===== config.mk =====
export PLATFORM = sky130hd
export DESIGN_NAME = rfm_tracker
export DESIGN_NICKNAME = d
export VERILOG_FILES = /design/src/rtl/rfm_pkg.sv /design/src/rtl/rfm_cfg_store.sv /design/src/rtl/rfm_file_ctr.sv /design/src/rtl/rfm_need_calc.sv /design/src/rtl/rfm_tracker.sv
export SDC_FILE = /design/constraint.sdc
export NUM_CORES = 1
export LEC_CHECK = 0
export BUFFER_PORTS_ARGS = -buffer_cell sky130_fd_sc_hd__clkbuf_2
export CORE_AREA = 2 2 191 193
export DETAILED_ROUTE_END_ITERATION = 16
export DIE_AREA = 0 0 193 195
export PLACE_DENSITY_LB_ADDON = 0.25
export SLEW_MARGIN = 20
export SYNTH_ARGS = -nofsm -noshare
export SYNTH_HDL_FRONTEND = slang
export SYNTH_SLANG_ARGS = --single-unit
export TNS_END_PERCENT = 5

===== constraint.sdc =====
create_clock -name clk -period 15.1 [get_ports clk]
set_clock_uncertainty 0.15 [all_clocks]
set_input_delay 3.02 -clock clk [delete_from_list [all_inputs] [get_ports clk]]
set_output_delay 3.02 -clock clk [all_outputs]
set_load 0.01 [all_outputs]

===== src/rtl/rfm_pkg.sv =====
package rfm_pkg;
  typedef enum logic [1:0] {
    CFG_MASK = 2'd0,
    CFG_CAP  = 2'd1,
    CFG_JOIN = 2'd2,
    CFG_NOP  = 2'd3
  } cfg_op_e;
endpackage


===== src/rtl/rfm_cfg_store.sv =====
module rfm_cfg_store #(
  parameter int NF = 4,
  parameter int NA = 16,
  parameter int CW = 6,
  parameter int IW = 4,
  parameter int DW = 6
) (
  input  logic             clk,
  input  logic             rst,
  input  logic             cfg_valid,
  input  logic [1:0]       cfg_op,
  input  logic [IW-1:0]    cfg_idx,
  input  logic [DW-1:0]    cfg_data,
  output logic [NA*NF-1:0] mask_flat,
  output logic [NF*CW-1:0] cap_flat
);
  import rfm_pkg::*;
  cfg_op_e op;
  assign op = cfg_op_e'(cfg_op);

  logic [NF-1:0] mask_q [NA];
  logic [CW-1:0] cap_q  [NF];

  for (genvar r = 0; r < NA; r++) begin : g_reg
    always_ff @(posedge clk) begin
      if (rst) begin
        mask_q[r] <= '0;
      end else if (cfg_valid) begin
        if (op == CFG_MASK && cfg_idx == IW'(r)) begin
          mask_q[r] <= cfg_data[NF-1:0];
        end else if (op == CFG_JOIN) begin
          for (int f = 0; f < NF; f++) begin
            if (cfg_idx == IW'(f)) mask_q[r][f] <= 1'b1;
          end
        end
      end
    end
    assign mask_flat[r*NF +: NF] = mask_q[r];
  end

  for (genvar f = 0; f < NF; f++) begin : g_cap
    always_ff @(posedge clk) begin
      if (rst) begin
        cap_q[f] <= '0;
      end else if (cfg_valid && op == CFG_CAP && cfg_idx == IW'(f)) begin
        cap_q[f] <= cfg_data[CW-1:0];
      end
    end
    assign cap_flat[f*CW +: CW] = cap_q[f];
  end
endmodule


===== src/rtl/rfm_file_ctr.sv =====
module rfm_file_ctr #(
  parameter int CW = 6,
  parameter int TW = 16
) (
  input  logic          clk,
  input  logic          rst,
  input  logic          inc,
  input  logic          dec,
  output logic [CW-1:0] use_q,
  output logic [CW-1:0] peak_q,
  output logic [TW-1:0] total_q,
  output logic          err_q
);
  logic [CW-1:0] nxt;
  logic          uf;

  always_comb begin
    nxt = use_q;
    uf  = 1'b0;
    if (inc && !dec) begin
      nxt = use_q + 1'b1;
    end else if (dec && !inc) begin
      if (use_q == '0) uf  = 1'b1;
      else             nxt = use_q - 1'b1;
    end
  end

  always_ff @(posedge clk) begin
    if (rst) begin
      use_q   <= '0;
      peak_q  <= '0;
      total_q <= '0;
      err_q   <= 1'b0;
    end else begin
      use_q   <= nxt;
      if (nxt > peak_q) peak_q <= nxt;
      total_q <= total_q + TW'(inc);
      err_q   <= uf;
    end
  end
endmodule


===== src/rtl/rfm_need_calc.sv =====
module rfm_need_calc #(
  parameter int NF = 4,
  parameter int NA = 16,
  parameter int AW = 4,
  parameter int QN = 3,
  parameter int CW = 6
) (
  input  logic [NA*NF-1:0] mask_flat,
  input  logic [NF*CW-1:0] cap_flat,
  input  logic [NF*CW-1:0] use_flat,
  input  logic [QN-1:0]    q_en,
  input  logic [QN*AW-1:0] q_id,
  output logic [NF-1:0]    q_stall,
  output logic [NF-1:0]    q_too_big
);
  localparam int NW = $clog2(QN + 1);
  localparam int EW = CW + NW + 1;

  logic [NF-1:0] m [NA];
  for (genvar r = 0; r < NA; r++) begin : g_unpack
    assign m[r] = mask_flat[r*NF +: NF];
  end

  logic [NF-1:0] slot_m [QN];
  for (genvar s = 0; s < QN; s++) begin : g_slot
    assign slot_m[s] = q_en[s] ? m[q_id[s*AW +: AW]] : '0;
  end

  logic [NW-1:0] need [NF];
  always_comb begin
    for (int f = 0; f < NF; f++) begin
      need[f] = '0;
      for (int s = 0; s < QN; s++) begin
        need[f] = need[f] + NW'(slot_m[s][f]);
      end
    end
  end

  for (genvar f = 0; f < NF; f++) begin : g_cmp
    logic [EW-1:0] cap_e, sum_e;
    logic          bounded;
    assign cap_e        = EW'(cap_flat[f*CW +: CW]);
    assign sum_e        = EW'(use_flat[f*CW +: CW]) + EW'(need[f]);
    assign bounded      = (cap_flat[f*CW +: CW] != '0);
    assign q_stall[f]   = bounded && (cap_e < sum_e);
    assign q_too_big[f] = bounded && (EW'(need[f]) > cap_e);
  end
endmodule


===== src/rtl/rfm_tracker.sv =====
module rfm_tracker #(
  parameter int NF = 4,
  parameter int NA = 16,
  parameter int CW = 6,
  parameter int TW = 16,
  parameter int QN = 3,
  localparam int AW = $clog2(NA),
  localparam int FW = (NF > 1) ? $clog2(NF) : 1,
  localparam int IW = (AW > FW) ? AW : FW,
  localparam int DW = (NF > CW) ? NF : CW
) (
  input  logic             clk,
  input  logic             rst,
  input  logic             cfg_valid,
  input  logic [1:0]       cfg_op,
  input  logic [IW-1:0]    cfg_idx,
  input  logic [DW-1:0]    cfg_data,
  input  logic             alloc_valid,
  input  logic [AW-1:0]    alloc_id,
  input  logic             rel_valid,
  input  logic [AW-1:0]    rel_id,
  input  logic [QN-1:0]    q_en,
  input  logic [QN*AW-1:0] q_id,
  output logic [NF-1:0]    q_stall,
  output logic [NF-1:0]    q_too_big,
  output logic [NF-1:0]    rel_err,
  output logic [NF*CW-1:0] use_cnt,
  output logic [NF*CW-1:0] peak_cnt,
  output logic [NF*TW-1:0] total_cnt
);
  logic [NA*NF-1:0] mask_flat;
  logic [NF*CW-1:0] cap_flat;

  rfm_cfg_store #(.NF(NF), .NA(NA), .CW(CW), .IW(IW), .DW(DW)) u_cfg (
    .clk(clk), .rst(rst), .cfg_valid(cfg_valid), .cfg_op(cfg_op),
    .cfg_idx(cfg_idx), .cfg_data(cfg_data),
    .mask_flat(mask_flat), .cap_flat(cap_flat)
  );

  logic [NF-1:0] m [NA];
  for (genvar r = 0; r < NA; r++) begin : g_unpack
    assign m[r] = mask_flat[r*NF +: NF];
  end

  logic [NF-1:0] a_hit, r_hit;
  assign a_hit = alloc_valid ? m[alloc_id] : '0;
  assign r_hit = rel_valid   ? m[rel_id]   : '0;

  for (genvar f = 0; f < NF; f++) begin : g_file
    rfm_file_ctr #(.CW(CW), .TW(TW)) u_ctr (
      .clk(clk), .rst(rst), .inc(a_hit[f]), .dec(r_hit[f]),
      .use_q(use_cnt[f*CW +: CW]), .peak_q(peak_cnt[f*CW +: CW]),
      .total_q(total_cnt[f*TW +: TW]), .err_q(rel_err[f])
    );
  end

  rfm_need_calc #(.NF(NF), .NA(NA), .AW(AW), .QN(QN), .CW(CW)) u_need (
    .mask_flat(mask_flat), .cap_flat(cap_flat), .use_flat(use_cnt),
    .q_en(q_en), .q_id(q_id), .q_stall(q_stall), .q_too_big(q_too_big)
  );
endmodule


After elaboration in Yosys (flattened, before gate mapping)
Memories as Yosys holds them, arrays and structs flattened.
Cells that the tools add are included.
W data, S select, Z words.
- RAM bits: 88
- memory bits (read-only): 0
- word-level logic and storage cells: 690
- bits in registers: 116
- memories kept: 2
- latch bits: 0
- input port bits: 40
- output and inout bits: 124
- magnitude comparators: 17
- multipliers: 0
- div/mod/pow operators: 0
- $add $sub $neg: 24
- eq/ne operators: 17
- bitwise gates (word level): 93
- shifts and indexed selects: 0
- mux-type cells: 462
- reduce and logical (&&, ||, !) cells: 59
- memory list (name ; depth ; bits a word ; read ports ; clocked after memory_dff ; wr ports ; RTL line ; RTL):
    u_cfg.mask_q ; 16 ; 4 ; 16 ; 0 ; 16 ; rfm_cfg_store.sv:21 ; logic [NF-1:0] mask_q [NA];
    u_cfg.cap_q ; 4 ; 6 ; 4 ; 0 ; 4 ; rfm_cfg_store.sv:22 ; logic [CW-1:0] cap_q [NF];
- operator list (operator ; count):
    $mux W1 ; 410
    $mux W4 ; 31
    $mux W6 ; 16
    $or A1 B1 Y1 ; 84
    $bmux W4 S4 ; 5
    $add A16 B1 Y16 ; 4
    $logic_and A1 B1 Y1 ; 37
    $lt A6 B9 Y1 ; 4
    $eq A4 B4 Y1 const B ; 8
    $add A6 B2 Y7 ; 4
    $ge A5 B5 Y1 const B ; 5
    $not A4 Y5 ; 5
    $add A6 B1 Y6 const B ; 4
    $gt A2 B6 Y1 ; 4
    $gt A6 B6 Y1 ; 4
    $logic_not A6 Y1 ; 4
    $reduce_bool A6 Y1 ; 4
    $sub A6 B1 Y6 const B ; 4
    $eq A4 B3 Y1 const B ; 4
    $reduce_or A3 Y1 ; 4
    $add A1 B1 Y2 ; 4
    $add A2 B1 Y2 ; 4
    $eq A4 B2 Y1 const B ; 2
    $logic_not A1 Y1 ; 8
    6 further kinds ; 9

Logic depth before layout (Yosys ltp)
Gate-level depths: netlist of the first run.
- depth after elaboration: 10
- gate-level depth with buffers: 21
- depth with buffers taken out: 17

By module
A second synthesis of the first run with hierarchy kept.
- cells, all modules: 1587
- area, all modules: 15453.6 µm²
- modules (own cells, without submodules) (module ; area an instance (µm²) ; cells each ; instances):
    rfm_file_ctr (g_file[1].u_ctr ...) ; 1766.7 ; 200 ; 3
    rfm_cfg_store ; 4372.9 ; 363 ; 1
    rfm_need_calc ; 2994.1 ; 319 ; 1
    rfm_file_ctr (g_file[0].u_ctr) ; 1684.1 ; 198 ; 1
    rfm_tracker ; 1102.3 ; 107 ; 1

Least setup slack after synthesis of the first run
Ideal clock, no wire load.
- kind: input to output
- from: input q_id[0]
- to: output q_stall[3]
- path slack: 4.663 ns
- stages on the path: 18
- required time: 11.930 ns
- path buffers: 2
- arrival time: 7.267 ns
- cells stage by stage: clkbuf_1 -> buf_1 -> mux4_2 -> mux4_2 -> nand2_1 -> fa_1 -> inv_1 -> ha_1 -> inv_1 -> fa_1 -> ha_1 -> a21o_1 -> a21oi_1 -> nor2b_1 -> o21ai_0 -> nand2b_1 -> a21oi_1 -> o32a_1
- cells in the longest elaborated chain, start to end: 10
- ends and longest elaborated chain (item ; RTL line ; RTL):
    from (decl) ; rfm_tracker.sv:23 ; input logic [QN*AW-1:0] q_id,
    $not A4 Y5 (implied by the code) ; rfm_need_calc.sv:26 ; assign slot_m[s] = q_en[s] ? m[q_id[s*AW +: AW]] : '0;
    $bmux W4 S4 ; rfm_need_calc.sv:26 ;
    $mux W4 (implied by the code) (2 in a row) ; rfm_need_calc.sv:26 ;
    $mux W4 ; rfm_need_calc.sv:26 ;
    $add A1 B1 Y2 ; rfm_need_calc.sv:34 ; need[f] = need[f] + NW'(slot_m[s][f]);
    $add A2 B1 Y2 ; rfm_need_calc.sv:34 ;
    $add A6 B2 Y7 ; rfm_need_calc.sv:43 ; assign sum_e = EW'(use_flat[f*CW +: CW]) + EW'(need[f]);
    $lt A6 B9 Y1 ; rfm_need_calc.sv:45 ; assign q_stall[f] = bounded && (cap_e < sum_e);
    $logic_and A1 B1 Y1 ; rfm_need_calc.sv:45 ;
    to (decl) ; rfm_tracker.sv:24 ; output logic [NF-1:0] q_stall,
No other way between the ends. The select of a mux whose other input is x is not followed.

Worst setup path in the final report of the first run
- from: input q_id[0]
- to: output q_stall[2]
Same word-level chain as after synthesis.

==> results of run 1 <==
## cells by family after synthesis
group / count (synthesis) / share of synthesized area (%)
adder cells (fa/ha/maj): 88 / 8.26
XOR/XNOR: 63 / 3.93
buffers and inverters: 160 / 5.10
AO/OA/AOI/OAI: 214 / 11.0
AND/OR/NAND/NOR: 649 / 21.7
flip-flops: 204 / 35.3
multiplexers: 130 / 14.7
## cells in the mapped netlist, drive strengths merged (15+ instances only)
master	number
a21o	16
a21oi	63
a22oi	15
and2	32
and3	23
buf	26
clkbuf	61
dfxtp	116
edfxtp	88
ha	80
inv	73
mux2i	69
mux4	61
nand2	267
nand2b	21
nand3	40
nor2	132
nor2b	35
nor3	29
o21ai	28
or3	16
xnor2	23
xor2	40
## cell type report
| class | instances | area, µm² |
|---|---|---|
| clock inverter | 18 | 243 |
| inverter | 73 | 274 |
| sequential | 204 | 4960 |
| multi-input combinational | 1144 | 8380 |
| timing repair buffer | 164 | 830 |
| clock buffer | 28 | 657 |
| fill | 3489 | 19500 |
| tap | 461 | 577 |
## per-layer routing
| metal | vias to the layer above | part of all wire (%) |
|---|---|---|
| li1 | 5594 | - |
| met1 | 5631 | 43 |
| met2 | 401 | 46 |
| met3 | 69 | 7.0 |
| met4 | 0 | 3.4 |
| met5 | - | 0 |
## report_power, final
part           leakage (nW)  internal (mW)  switching [mW]
combinational          4.65          0.249           0.345
clock                 0.439          0.402           0.250
sequential             1.78          0.625          0.0663
total                  6.86           1.28           0.661
## per-stage QoR
| stage | worst slack, ps | cells | hold WS, ps |
|---|---|---|---|
| floorplan | 4660 | 1508 | 342 |
| global placement | 4720 | 2046 | 314 |
| detailed placement | 4700 | 2046 | 324 |
| CTS | 4690 | 2092 | 333 |
| global route | 4350 | 2092 | 356 |
| finish | 4710 | 2092 | 330 |
## flip-flops by register name (all words and copies together), names as in the netlist
register,flops
g_file.u_ctr.err_q,4
g_file.u_ctr.total_q,64
u_cfg.cap_q,24
u_cfg.mask_q,64
g_file.u_ctr.use_q,24
g_file.u_ctr.peak_q,24
## worst register-to-register path, stage by stage, from the launching register on
cell and delay (ps):
edfxtp_1 530, mux2i_1 150, a22oi_1 220, nand2_1 120, o31ai_4 440, and2_1 390, a211oi_1 120, a311oi_1 550
inv_1 100, ha_1 300, o21ai_0 70, a21oi_1 130, o21a_1 120, o22a_1 350, inv_1 140, or4b_1 480
o311ai_1 80
## how the worst min path moves through the flow
stage | startpoint | slack, ps | end | depth (start not counted)
2_1_floorplan | g_file[0].u_ctr.peak_q[2] | 340 | g_file[0].u_ctr.peak_q[2] | 2
3_3_place_gp | g_file[0].u_ctr.peak_q[2] | 310 | g_file[0].u_ctr.peak_q[2] | 2
3_5_place_dp | g_file[0].u_ctr.peak_q[2] | 320 | g_file[0].u_ctr.peak_q[2] | 2
4_1_cts | g_file[0].u_ctr.peak_q[2] | 330 | g_file[0].u_ctr.peak_q[2] | 2
5_1_grt | g_file[0].u_ctr.peak_q[2] | 360 | g_file[0].u_ctr.peak_q[2] | 2
6_report | g_file[0].u_ctr.peak_q[2] | 330 | g_file[0].u_ctr.peak_q[2] | 2
==> results.toml, run 1 <==
[floorplanning]
ios = 164
die_w_um = 193
rows = 69
fp.dieH_um = 195
coreArea_mm2 = 0.0354
dieArea_mm2 = 0.0376
start_util_pct = 39.7

[final_layout]
antenna_cells = 0
area_growth_pct = 13.3
nets = 1740
final_cell_mix = "nand2_1, clkbuf_2, nor2_1, dfxtp_1, edfxtp_1"
fin_area_mm2 = 0.0159
final_common_cell = "nand2_1"
finish.utilization_pct = 45.0
final_layout_size_suffix_gt1_share_pct = 18.3

[global_routing]
overflow = 0
grt-busiest-layer = "met2"
grt_use_met1_pct = 28.3
grt_pass1_vias = 11000
gr-usage-met3_pct = 3.11
grt_max_degree = 110
use_met2_pct = 32.6
antenna_found_initial = 0
grt_use_total_pct = 20.5
grt_pass1_wl_mm = 61.4

[power_and_ir_drop]
power_density_mw_per_mm2 = 122
finalPower_mw = 1.94
cellLeakagePower_nw = 6.86
vdd_drop_max_v = 0.000105

[place]
portBuffers = 163
gp_congestion = 0.964
dpl_cell_area_mm2 = 0.0150
dp_hpwl_mm = 29.7

[clock_network]
htreeDepth = 1
hold_buffers = 0
cts-root-buf = "clkbuf_16"
cts_buffers = 25
cts_setup_buffers = 0
cts_tree = "built"
clkSinkCount = 204
cts.path.max_buffers = 3
post_cts_resized = 0
clk_latency_ps = 540
clk_pin_slew_worst_paths_ps = 60

[critical_path]
critical_path_class = "input port to output port"
cp_slowest_stage_delay_ps = 560
cp_data_required_time_ps = 11930
arrival_ps = 7220
cpMaxStageDelayCell = "mux4_2"
r2r_slack_ps = 10550
path_max_fanout = 16
cp.depth = 18
r2r_end = "g_file[3].u_ctr.peak_q[3]"
cp-endpoint = "q_stall[2]"
crit_path_start_kind = "input port"
critPathCaptureType = "output port"
startpoint = "q_id[0]"
critPathTopFamily = "adder cells"
cp_num_buf_inv = 4
r2r-start = "u_cfg.mask_q[1][23]"
reg2reg_depth = 16
cp_cell_sequence = "clkbuf_2, mux4_2, mux4_2, nand2_1, fa_1, inv_1, ha_1, inv_1, fa_1, ha_1, a21o_1, a21oi_1, nor2b_1, o21ai_0, nand2b_1, a21oi_1, o32a_1, clkbuf_2"

[synthesis]
ys_async_sr_fraction_pct = 0
yosysTopAreaCell = "edfxtp_1"
synth_seq_cells = 204
synth_area_mm2 = 0.0141
avgSynthCellArea_um2 = 9.32
seq_area_frac_synth_pct = 35.3
synth_top_area_share_pct = 18.8
syn-num-nets = 1636
synthCells = 1508
ys_top_cells_by_area = "edfxtp_1, dfxtp_1, mux4_2"
yosys_most_used_dff = "dfxtp_1"
ys_warn_count = 0
synthDistinctLibCells = 76
synth_edf_count = 88

[hold_path]
hold_class = "flip-flop to flip-flop"

[detailed_routing]
vias_per_cell = 5.59
dr.pass1.iters = 5
detail_route.drc_violations = 0
routed-via-count = 11700
drtIter0Drc = 883
ant_nets = 0
wl_mm = 39.1
wire_per_inst_um = 18.7

[sta]
max_freq_mhz = 96.3
fin_tns_setup_ps = 0
final_hold_viol_count = 0
grt_setup_unrepaired = "false"
worstMarginPinSlew_ps = 1090
period_needed_ps = 10390
slew_viol_final = 0
maxSlewHeadroom_pct = 27.2
post-route-period-util_pct = 68.8
setup_viol_count_final = 0

[outcome]
run_status = "completed"

[run]
cap_violations = 0
(Power assumes the default switching activity.)
==> inputs of run 2 (changes only) <==
==> constraint.sdc (replaced) <==
create_clock -name clk -period 8.6 [get_ports clk]
set_clock_uncertainty 0.15 [all_clocks]
set_input_delay 1.72 -clock clk [delete_from_list [all_inputs] [get_ports clk]]
set_output_delay 1.72 -clock clk [all_outputs]
set_load 0.01 [all_outputs]
==> run 2 against run 1 <==
Core utilization is essentially flat. Sequential cell count is the same. Final cell count is the same. Non-clock buffer count grew 1. Critical endpoint unchanged. Largest cell class unchanged.
==> results.toml, run 2 (synthesized netlist as in run 1, its figures left out) <==
[sta]
period_needed_ps = 7780
post-route-period-util_pct = 90.5
maxSlewHeadroom_pct = 28.0
worstMarginPinSlew_ps = 1080
final_hold_viol_count = 0
slew_viol_final = 0
max_freq_mhz = 129
hold_ws_ps = 331
grt_setup_unrepaired = "false"
fin_tns_setup_ps = 0
setup_viol_count_final = 0
fin_ws_ps = 821

[critical_path]
cp_data_required_time_ps = 6730
critical_path_class = "input port to output port"
crit_path_start_kind = "input port"
cpMaxStageDelayCell = "mux4_2"
critPathCaptureType = "output port"
cp_cell_sequence = "clkbuf_2, mux4_2, mux4_2, nand2_1, fa_1, inv_1, ha_1, inv_1, fa_1, ha_1, a21o_1, a21oi_1, nor2b_1, o21ai_0, nand2b_1, a21oi_1, o32a_1, clkbuf_2"
cp_slowest_stage_delay_ps = 570
path_max_fanout = 16
critPathTopFamily = "adder cells"
arrival_ps = 5910
cp_num_buf_inv = 4

[detailed_routing]
detail_route.drc_violations = 0
dr.pass1.iters = 5
vias_per_cell = 5.58
ant_nets = 0
routed-via-count = 11700
wire_per_inst_um = 18.6
wl_mm = 38.9
drtIter0Drc = 885

[place]
gp_congestion = 0.964
portBuffers = 163
dpl_cell_area_mm2 = 0.0150
place_inst = 2046
dp_hpwl_mm = 29.7
preCtsSetupSlack_ps = 780

[clock_network]
cts.path.max_buffers = 3
clk_pin_slew_worst_paths_ps = 60
cts_buffers = 25
post_cts_resized = 0
htreeDepth = 1
clkSinkCount = 204
clk_latency_ps = 540
hold_buffers = 0
cts_setup_buffers = 0
cts_tree = "built"
cts-root-buf = "clkbuf_16"

[final_layout]
fin_cells = 2092
area_growth_pct = 13.3
fillerInstances = 3498
finish.utilization_pct = 45.0
top_regs = "g_file.u_ctr.total_q x64, u_cfg.mask_q x64"
final_cell_mix = "nand2_1, clkbuf_2, nor2_1, dfxtp_1, edfxtp_1"
final_layout_size_suffix_gt1_share_pct = 18.3
final_common_cell = "nand2_1"
nets = 1741
fin_area_mm2 = 0.0159
antenna_cells = 0

[floorplanning]
dieArea_mm2 = 0.0376
coreArea_mm2 = 0.0354
die_w_um = 193
fp.dieH_um = 195
rows = 69
start_util_pct = 39.7
ios = 164

[global_routing]
grt_pass1_vias = 11100
grt_use_total_pct = 20.5
grt_pass1_wl_mm = 61.3
antenna_found_initial = 0
overflow = 0
grt_max_degree = 110

[run]
cap_violations = 0

[power_and_ir_drop]
power_density_mw_per_mm2 = 211
cellLeakagePower_nw = 6.87
finalPower_mw = 3.35
vdd_drop_max_v = 0.000166

[hold_path]
hold_class = "flip-flop to flip-flop"

[outcome]
run_status = "completed"
## run 2: path summary, 6_finish.rpt
kind,from,endpoint,slack (ps),cells past startpoint
min reg2reg,g_file[2].u_ctr.peak_q[1],g_file[2].u_ctr.peak_q[1],330,2
max reg2reg,u_cfg.mask_q[1][23],g_file[3].u_ctr.peak_q[3],4130,16
max,q_id[0],q_stall[2],820,18
min,g_file[2].u_ctr.peak_q[1],g_file[2].u_ctr.peak_q[1],330,2
## run 2: where the power goes
part           total (mW)  switching (mW)  internal (mW)
Sequential           1.21           0.116           1.10
Clock                1.10           0.430          0.670
Combinational        1.04           0.603          0.438
## run 2: routing by layer
| metal | GRT usage, % | routed length, µm |
|---|---|---|
| met5 | 0 | 0 |
| met4 | 6.48 | 1120 |
| met3 | 2.93 | 2590 |
| met2 | 33.2 | 18400 |
| met1 | 28.1 | 16800 |
## run 2: worst register-to-register path, stage by stage (launching register included)
cell	delay, ps
edfxtp_1	510
mux2i_1	140
a22oi_1	220
nand2_1	120
o31ai_4	440
and2_1	380
a211oi_1	120
a311oi_1	530
inv_1	100
ha_1	300
o21ai_0	80
a21oi_1	130
o21a_1	120
o22a_1	340
inv_1	140
or4b_1	480
o311ai_1	80
## run 2: area by class of cell
| type | count | area, µm² | area share, % |
|---|---|---|---|
| sequential | 204 | 4960 | 31.2 |
| clock inverter | 15 | 173 | 1.08 |
| timing repair buffer | 165 | 853 | 5.36 |
| multi-input combinational | 1144 | 8380 | 52.6 |
| inverter | 73 | 274 | 1.72 |
| clock buffer | 30 | 696 | 4.37 |
| tap | 461 | 577 | 3.62 |
==> inputs of run 3 (changes only) <==
--- a/config.mk
+++ b/config.mk
@@ -5,10 +5,11 @@
 export SDC_FILE = /design/constraint.sdc
 export NUM_CORES = 1
 export LEC_CHECK = 0
+export ABC_AREA = 1
 export BUFFER_PORTS_ARGS = -buffer_cell sky130_fd_sc_hd__clkbuf_2
-export CORE_AREA = 2 2 191 193
+export CORE_AREA = 2 2 193 195
 export DETAILED_ROUTE_END_ITERATION = 16
-export DIE_AREA = 0 0 193 195
+export DIE_AREA = 0 0 195 197
 export PLACE_DENSITY_LB_ADDON = 0.25
 export SLEW_MARGIN = 20
 export SYNTH_ARGS = -nofsm -noshare
==> run 3 against run 2 <==
Sequential power about the same. Final cell count up 26%. Cell area up 1.7%. Fmax down 0.89%. Critical path depth up 7. Largest cell class unchanged. Largest power group unchanged.
==> results.toml, run 3 <==
[synthesis]
synth_top_area_share_pct = 18.3
synth_seq_cells = 204
synth_edf_count = 88
synth_commonest_cells = "nand2_1, inv_1, o21ai_0"
yosysTopAreaCell = "edfxtp_1"
syn-num-nets = 2189
seq_area_frac_synth_pct = 34.4
avgSynthCellArea_um2 = 7.00
synth.most_common_cell = "nand2_1"
synth_area_mm2 = 0.0144
ys_async_sr_fraction_pct = 0
yosys_most_used_dff = "dfxtp_1"
synthDistinctLibCells = 46
ys_top_cells_by_area = "edfxtp_1, dfxtp_1, nand2_1"
synthCells = 2061
ys_warn_count = 0

[place]
place_inst = 2596
portBuffers = 163
gp_congestion = 0.953
dp_hpwl_mm = 34.2

[detailed_routing]
highest_layer = "met4"
wl_met2_mm = 20.0
ant_nets = 0
detail_route.drc_violations = 0
wire_per_inst_um = 17.2
drtIter0Drc = 1283
route.met3.wl_mm = 3.84
wl_mm = 45.5
met1Wirelength_mm = 20.1
vias_per_cell = 5.42
routed-via-count = 14300
dr.pass1.iters = 6

[critical_path]
r2r-start = "u_cfg.mask_q[1][28]"
arrival_ps = 5980
r2r_slack_ps = 4750
cp_data_required_time_ps = 6730
critical_path_class = "input port to output port"
critPathCaptureType = "output port"
crit_path_start_kind = "input port"
path_max_fanout = 24
r2r_end = "g_file[0].u_ctr.peak_q[2]"
reg2reg_depth = 20

[floorplanning]
dieArea_mm2 = 0.0384
die_w_um = 195
rows = 70
ios = 164
coreArea_mm2 = 0.0363
fp.dieH_um = 197
start_util_pct = 39.8

[run]
cap_violations = 0

[final_layout]
final_common_cell = "nand2_1"
finish.utilization_pct = 44.7
top_regs = "g_file.u_ctr.total_q x64, u_cfg.mask_q x64"
fin_cells = 2640
final_cell_mix = "nand2_1, inv_1, o21ai_0, nand3_1, nor2_1"
fillerInstances = 3721
area_growth_pct = 12.2
nets = 2282
antenna_cells = 0
final_layout_size_suffix_gt1_share_pct = 11.1

[global_routing]
grt_use_total_pct = 23.2
antenna_found_initial = 0
grt_max_degree = 68
grt_pass1_wl_mm = 71.5
overflow = 0
grt_pass1_vias = 13200

[clock_network]
clk_latency_ps = 540
post_cts_resized = 0
cts_tree = "built"
cts.path.max_buffers = 3
htreeDepth = 1
clk_pin_slew_worst_paths_ps = 60
clkSinkCount = 204
hold_buffers = 0
cts_setup_buffers = 0
cts_buffers = 24
cts-root-buf = "clkbuf_16"

[hold_path]
worstHoldPathCells = 1
holdPathEnd = "g_file[3].u_ctr.total_q[15]"
hold_class = "flip-flop to flip-flop"
min-delay-start = "g_file[3].u_ctr.total_q[15]"

[sta]
setup_viol_count_final = 0
maxSlewHeadroom_pct = 23.9
max_freq_mhz = 127
worstMarginPinSlew_ps = 1110
post-route-period-util_pct = 91.3
slew_viol_final = 0
final_hold_viol_count = 0
period_needed_ps = 7850
grt_setup_unrepaired = "false"
fin_tns_setup_ps = 0

[power_and_ir_drop]
cellLeakagePower_nw = 7.29
power_density_mw_per_mm2 = 196
vdd_drop_max_v = 0.000178

[outcome]
run_status = "completed"
==> run 3: through the flow <==
stage | total power, mW | worst slack [ps] | instance area (µm²) | hold slack, ps
floorplan | 1.88 | 1650 | 14400 | 325
global placement | 2.14 | 975 | 15400 | 292
detailed placement | 2.16 | 903 | 15400 | 299
CTS | 3.19 | 882 | 16200 | 312
global route | 3.39 | 422 | 16200 | 342
finish | 3.18 | 751 | 16200 | 307
==> run 3: how the worst max path moves through the flow <==
stage	slack [ps]	startpoint	end
final	750	q_id[5]	q_stall[2]
after global routing	420	q_id[5]	q_stall[1]
after CTS	880	q_id[5]	q_stall[1]
after detailed placement	900	q_id[5]	q_stall[1]
after global placement	970	q_id[5]	q_stall[1]
after floorplan	1650	q_id[9]	q_stall[1]
==> run 3: area by class of cell <==
class	instances	area, µm²	area share (%)
Inverter	268	1010	6.21
Tap cell	468	586	3.62
Multi-Input combinational cell	1488	7990	49.3
Sequential cell	204	4960	30.7
Clock buffer	31	657	4.06
Clock inverter	13	135	0.834
Timing Repair Buffer	168	856	5.29
==> run 3: logic make-up after synthesis <==
group	synth area share [%]
AO/OA/AOI/OAI	18.9
XOR/XNOR	2.85
adder cells (fa/ha/maj)	8.05
buffers and inverters	10.2
flip-flops	34.4
AND/OR/NAND/NOR	25.6
==> run 3: critical path, cell delays in order <==
cell      delay [ps]
clkbuf_2         420
clkinv_1         390
a21oi_1          200
o21ai_0          100
nand3_1          110
o211ai_1         100
nand2_1           80
nand2_1           70
fa_1             540
inv_1             90
ha_1             160
inv_1             50
fa_1             370
nor2_1           150
inv_1             70
nor2_1           130
a21oi_1           50
o21ai_0          100
ha_1             270
inv_1             60
o21bai_1          70
a21oi_1          130
a21oi_1           70
nor2_1           260
clkbuf_2         190
==> run 3: power breakdown <==
group          internal [mW]  leakage [nW]  switching (mW)
clock                  0.603         0.389           0.430
sequential              1.10          1.78           0.101
combinational          0.342          5.11           0.608
==> run 3: per-layer routing <==
| layer | vias to the layer above | GRT usage [%] |
|---|---|---|
| li1 | 7097 | - |
| met5 | - | 0 |
| met1 | 6532 | 32.0 |
| met2 | 573 | 36.9 |
| met4 | 0 | 8.28 |
| met3 | 100 | 3.54 |
